$ cat src/rtl/ea_gen.sv
module ea_gen #(
  parameter int AW = 32
) (
  input  logic          clk,
  input  logic          rst_n,
  input  logic          start,
  input  logic [2:0]    mode,
  input  logic [AW-1:0] base,
  input  logic [AW-1:0] index,
  input  logic [15:0]   disp,
  input  logic [1:0]    size_code,
  input  logic [AW-1:0] mem_rd_data,
  input  logic          mem_rd_valid,
  output logic [AW-1:0] addr,
  output logic          addr_valid,
  output logic [AW-1:0] wb_data,
  output logic          wb_en,
  output logic          mem_rd_req,
  output logic [AW-1:0] mem_rd_addr,
  output logic          busy
);
  localparam logic [2:0] M_DISP = 3'd0, M_RIND = 3'd1, M_IDX = 3'd2, M_ABS = 3'd3,
                         M_SCL = 3'd4, M_PTR = 3'd5, M_INC = 3'd6, M_DEC = 3'd7;

  logic          waiting;
  logic [1:0]    shamt;
  logic [AW-1:0] dext, step, ea_c, upd_c;
  logic          is_auto;

  assign shamt   = (size_code == 2'd3) ? 2'd2 : size_code;
  assign dext    = {{(AW-16){disp[15]}}, disp};
  assign step    = AW'(1) << shamt;
  assign is_auto = (mode == M_INC) || (mode == M_DEC);
  assign busy    = waiting;

  always_comb begin
    upd_c = (mode == M_DEC) ? base - step : base + step;
    case (mode)
      M_DISP:  ea_c = base + dext;
      M_RIND:  ea_c = base;
      M_IDX:   ea_c = base + index;
      M_ABS:   ea_c = dext;
      M_SCL:   ea_c = dext + base + (index << shamt);
      M_DEC:   ea_c = base - step;
      default: ea_c = base;
    endcase
  end

  always_ff @(posedge clk) begin
    if (!rst_n) begin
      addr        <= '0;
      addr_valid  <= 1'b0;
      wb_data     <= '0;
      wb_en       <= 1'b0;
      mem_rd_req  <= 1'b0;
      mem_rd_addr <= '0;
      waiting     <= 1'b0;
    end else begin
      addr_valid <= 1'b0;
      wb_en      <= 1'b0;
      if (waiting) begin
        if (mem_rd_valid) begin
          addr       <= mem_rd_data;
          addr_valid <= 1'b1;
          mem_rd_req <= 1'b0;
          waiting    <= 1'b0;
        end
      end else if (start) begin
        if (mode == M_PTR) begin
          mem_rd_req  <= 1'b1;
          mem_rd_addr <= base;
          waiting     <= 1'b1;
        end else begin
          addr       <= ea_c;
          addr_valid <= 1'b1;
          wb_en      <= is_auto;
          if (is_auto) wb_data <= upd_c;
        end
      end
    end
  end
endmodule


$ cat config.mk
export PLATFORM = sky130hd
export DESIGN_NAME = ea_gen
export DESIGN_NICKNAME = d
export VERILOG_FILES = /design/src/rtl/ea_gen.sv
export SDC_FILE = /design/constraint.sdc
export NUM_CORES = 1
export LEC_CHECK = 0
export ABC_AREA = 1
export BUFFER_PORTS_ARGS = -buffer_cell sky130_fd_sc_hd__buf_4
export CORE_MARGIN = 4
export CORE_UTILIZATION = 47
export CTS_CLUSTER_DIAMETER = 40
export DETAILED_ROUTE_END_ITERATION = 16
export PLACE_DENSITY = 0.79
export SYNTH_ARGS = -nofsm -noshare
export SYNTH_HDL_FRONTEND = slang
export SYNTH_SLANG_ARGS = --single-unit
$ cat constraint.sdc
create_clock -name clk -period 4.1 [get_ports clk]
set_clock_uncertainty 0.1 [all_clocks]
set_input_delay 0 -clock clk [delete_from_list [all_inputs] [get_ports clk]]
set_output_delay 0 -clock clk [all_outputs]
set_load 0.01 [all_outputs]
# After elaboration in Yosys (flattened, before gate mapping)
# Cells that the tools add are included.
# Widths: inputs -> output; s select.
[classes]
reduce_logical = 9
n_bitwise = 4
multipliers = 0
n_mux = 19
n_shift = 2
n_eq_ne = 9
addsub = 5
order_cmp = 0
div_mod_pow = 0
[op_table]
columns = ["operator", "n"]
rows = [
  ["$mux 32", 5],
  ["$pmux 32 s5", 1],
  ["$add 32x32->32", 4],
  ["$shl 1x2->32 const A", 1],
  ["$shl 32x2->32", 1],
  ["$sub 32x32->32", 1],
  ["$eq 3x3->1 const B", 4],
  ["$mux 1", 12],
  ["$reduce_and 3->1", 3],
  ["$eq 3x2->1 const B", 2],
  ["$ne 2x2->1 const B", 2],
  ["$not 1->1", 4],
  ["$reduce_and 4->1", 1],
  ["$reduce_bool 2->1", 2],
  ["$reduce_or 4->1", 1],
  ["$logic_not 3->1", 1],
  ["$eq 2x2->1 const B", 1],
  ["$mux 2", 1],
  ["$logic_or 1x1->1", 1],
]
[totals]
romBits = 0
register_bits = 100
latchBits = 0
ramBits = 0
elab_cells = 55
n_memories = 0

# Logic depth before layout (Yosys ltp)
[depth]
word_depth = 8
mapped_depth = 28
depth_no_buf = 28

# Worst setup path after synthesis
# Ideal clock, no wire load.
[synth_timing]
path_type = "input to register"
start = "input port base[0]"
end = "register addr[25]"
arrival_time_ns = 3.153
setup_ns = 0.132
n_path_buf = 0
t_required_ns = 3.868
cell_stages = 27
slack_ns = 0.715
path_cell_list = "ha_1 > fa_1 > nand2_1 > nand2_1 > o21ai_0 > o21ai_1 > nand2_1 > nand2_1 > nand2_1 > nand2_1 > or2_2 > and2_1 > ha_1 > nand2_1 > nor2_1 > inv_1 > nor3_1 > and3_1 > nand2_1 > nand3_1 > nand2_1 > nand2_1 > nor2_1 > nor2_1 > nand4_1 > nand2_1 > a21oi_1"
[synth_between]
elab_chain_len = 6
elab_cells_between_ends = 8
cone_classes = "4 x add/sub; 4 x mux"
[synth_rtl]
columns = ["item", "line_no", "source"]
rows = [
  ["start, declared", "8", "input logic [AW-1:0] base,"],
  ["$add 32x32->32", "39, 43", ""],
  ["$add 32x32->32", "43", "M_SCL: ea_c = dext + base + (index << shamt);"],
  ["$pmux 32 s5 *", "38", "case (mode)"],
  ["$mux 32 *", "69", "if (mode == M_PTR) begin"],
  ["$mux 32 *", "68", "end else if (start) begin"],
  ["$mux 32 *", "61", "if (waiting) begin"],
  ["end signal, assigned", "63", "addr <= mem_rd_data;"],
  ["end, declared", "14", "output logic [AW-1:0] addr,"],
]
# Every way passes the cells marked *; elsewhere a longest branch is shown, timed or not. The select of a mux whose other input is x is not followed.
# A chain may end at the register's enable or synchronous reset.

# Worst setup path after layout
[layout_timing]
start = "input port base[10]"
end = "register addr[19]"
# The elaborated chain is that of the path after synthesis.

==> metrics <==
status=finished clean; most used flip-flop cell after synthesis=dfxtp_1; Worst Max-Slew Pin Slew=1230 ps; root buf cell=clkbuf_16; critical path's top delay family=simple AND/OR/NAND/NOR gates; DP Area=15,000 sq um; met2 GRT Util=57.1%; pin count of the biggest net entering global routing=78; share of the synthesized area in the top cell type=17.6%; # nets final=2,745; DIE WIDTH=173 um; Global Route Usage Sum=37.2%; Port Buffer Count=220; Initial Utilization=a little under half; HP Start=base[30]; CTS clk-pin slew, worst paths=70 ps; htree depth=3; sequential fraction of the synthesis area=15.6%; Area Overhead vs Synth=24.8%; final hold violations=0; via count=17,347; gr ovfl total=0; Most Crowded Layer GR=met2; Hold Path Sink=mem_rd_addr[30]$_SDFFE_PN0P_; most frequent cells in the layout=597 x nand2_1, 271 x buf_4, 259 x nor2_1; core area=26,900 sq um; part of the cycle the worst path needs=between 90 and 100%; Leak=around 7.8 nW; main combinational cell family by area after synthesis=simple AND/OR/NAND/NOR gates; Setup crit start kind=primary input; synthesized flop and latch total=100; Simple-Gate Fraction of Synth Area=39.5%; Cell Count, Final, Fillers Out=2,864; CTS Buf Count=9; antenna cells=0; Placed Instances=2,796; asr flop ratio synth=0%; CTS tree=yes; share of cells above drive strength 1=14.6%; Final min period=~4000 ps; drt first pass iters=6; synth top area cells=nand2_1 18%, dfxtp_1 16%, ha_1 9.9%; Mapped Nets=2,488; antenna violations before repair=1; Critical Path Sink Type=register; RSZ-0062 raised after global routing=true; reg2reg setup slack=1120 ps; Most common cell on crit path=nand2_1; wire per inst=20.6 um; Synth Area in Adders=10.6%; vias in the first global route=approximately 16,000; max cap viols=0; Synth Area in XOR/XNOR=between 2 and 2.5%; worst path cell trace=dlygate4sd3_1, buf_4, ha_4, nand2_1, o21a_1, o21ai_0, a21o_1, xor2_1, ha_1, nand2_1, nand2_1, nand2_1, and2_1, nand2_1, inv_1, nand3b_1, nand3_1, nand2_1, nor2_1, nand4_1, nand2_1, a21oi_1; Synth cell types=56; Post-Syn Area=12,800 sq um; commonest non-fill, non-tap cell in the layout=nand2_1; row cnt=60; crit path max fanout=8; DIE AREA=30,000 sq um; final worst slack=~120 ps; CP arrival=4100 ps; final instance area=16,000 sq um; Max VDD drop=0.000203 V; Worst Setup Path Type=primary input to register; R2R Path End=addr[12]$_SDFFE_PN0P_; DP HPWL=approximately 47,000 um; Hold Crit Class=primary input to register; relative slew slack=17.4%; Post-synth EDFFs=0; chip height=173 um; met1 Usage GRT=48.0%; Setup-failing EPs final=0; Clock Tree Buf Depth=2; Worst Hold Depth=3; Worst path max stage delay=540 ps; first-pass GRT wire length=around 90,000 um; post-place setup slack=-210 ps; final wirelength=58,900 um; CP Depth=22; R2R cell count=9; CP max stage cell=dlygate4sd3_1; drt initial violations=2,312; Max Slew Vio Count=0; # IOs=about 220; Post-DRT Antenna Nets=0; Data required, critical path=~4200 ps; drt drc=0; M3 GR Usage=12.8%; FF-to-FF Start=busy$_SDFF_PN0_; Synth area leader=nand2_1; WP buf/inv=3; fmax=~250 MHz; Setup TNS=0 ps; post-synthesis mux area share=0.0781%; worst skew pair latency=360 ps; syn_area_per_cell=5.67 sq um; Min Hold Slack=24.6 ps; DR vias/cell=6.06; Compound-Gate Fraction of Synth Area=22.7%; RD Place Congestion=between 1 and 1.5; Sink Count=100; Pwr Density=about 280 nW/um^2; YS warnings=0; Post-Synthesis Cells=2,261
[Yosys cell counts (9+ instances only)]
cell	count
a21o_1	12
ha_1	101
xor2_1	24
nand2_1	601
nor2_2	11
inv_1	239
a21oi_1	226
a31oi_1	18
or2_2	12
nor2_1	268
o21ai_0	159
a22oi_1	10
nand4_1	38
buf_2	12
o21bai_1	16
clkbuf_1	58
and2_1	12
nand3b_1	17
nor3_1	28
nor4_1	10
o22ai_1	9
dfxtp_1	100
o211ai_1	27
nand3_1	176
[final cells by class]
| class | count | area, sq um |
|---|---|---|
| inverters | 243 | 912 |
| clock buffers | 12 | 246 |
| flip-flops and latches | 100 | 2000 |
| multi-input cells | 1844 | 9840 |
| well taps | 341 | 427 |
| repair buffers | 320 | 2520 |
| fillers | 2717 | 10900 |
| clock inverters | 4 | 56.3 |
[per-stage QoR]
| step | power (mW) | util [%] |
|---|---|---|
| finish | 4.45 | 59.6 |
| global route | 4.71 | 59.6 |
| CTS | 4.30 | 58.8 |
| detailed placement | 3.34 | 55.8 |
| global placement | 3.31 | 55.8 |
| floorplan | 2.49 | - |
[power by group]
group | internal [mW] | total, mW | switching, mW
logic | 0.894 | 2.47 | 1.57
clock network | 0.497 | 0.920 | 0.424
registers | 1.03 | 1.07 | 0.0349
total | 2.42 | 4.45 | 2.03
[state kept, by name (all words and copies together) (netlist names)]
name         cells
busy             1
addr_valid       1
wb_data         32
wb_en            1
mem_rd_addr     32
mem_rd_req       1
addr            32
[what timing repair did]
item	4_1_cts	5_1_grt
setup buffers	0	3
endpoints found under the setup margin	0	13
hold endpoints to repair	54	0
hold buffers	49	0
resized for setup	0	47
[kinds of logic (layout without fill, tap and decap cells)]
family	Yosys count	count (layout)
XOR/XNOR	30	30
multiplexers	1	1
adder cells (fa/ha/maj)	106	106
buffers and inverters	317	579
other	2	2
flip-flops	100	100
AND/OR/NAND/NOR	1187	1187
AO/OA/AOI/OAI	518	518
[worst max-delay path by stage]
stage	from	to
after detailed placement	base[0]	addr[22]$_SDFFE_PN0P_
after global routing	base[10]	addr[24]$_SDFFE_PN0P_
after global placement	base[0]	addr[22]$_SDFFE_PN0P_
final	base[10]	addr[19]$_SDFFE_PN0P_
after CTS	base[10]	addr[22]$_SDFFE_PN0P_
after floorplan	base[0]	addr[25]$_SDFFE_PN0P_
[tightest hold or removal path: stages]
cell and delay, ps:
buf_4 160, inv_1 130, a21oi_1 150
[per-layer routing]
layer | wire length (um) | vias to the layer above
met2 | 24800 | 1131
met1 | 22800 | 7901
met5 | 18 | -
met4 | 2970 | 2
met3 | 8320 | 201
li1 | - | 8112
No activity file was read; power rests on OpenSTA's default activity.
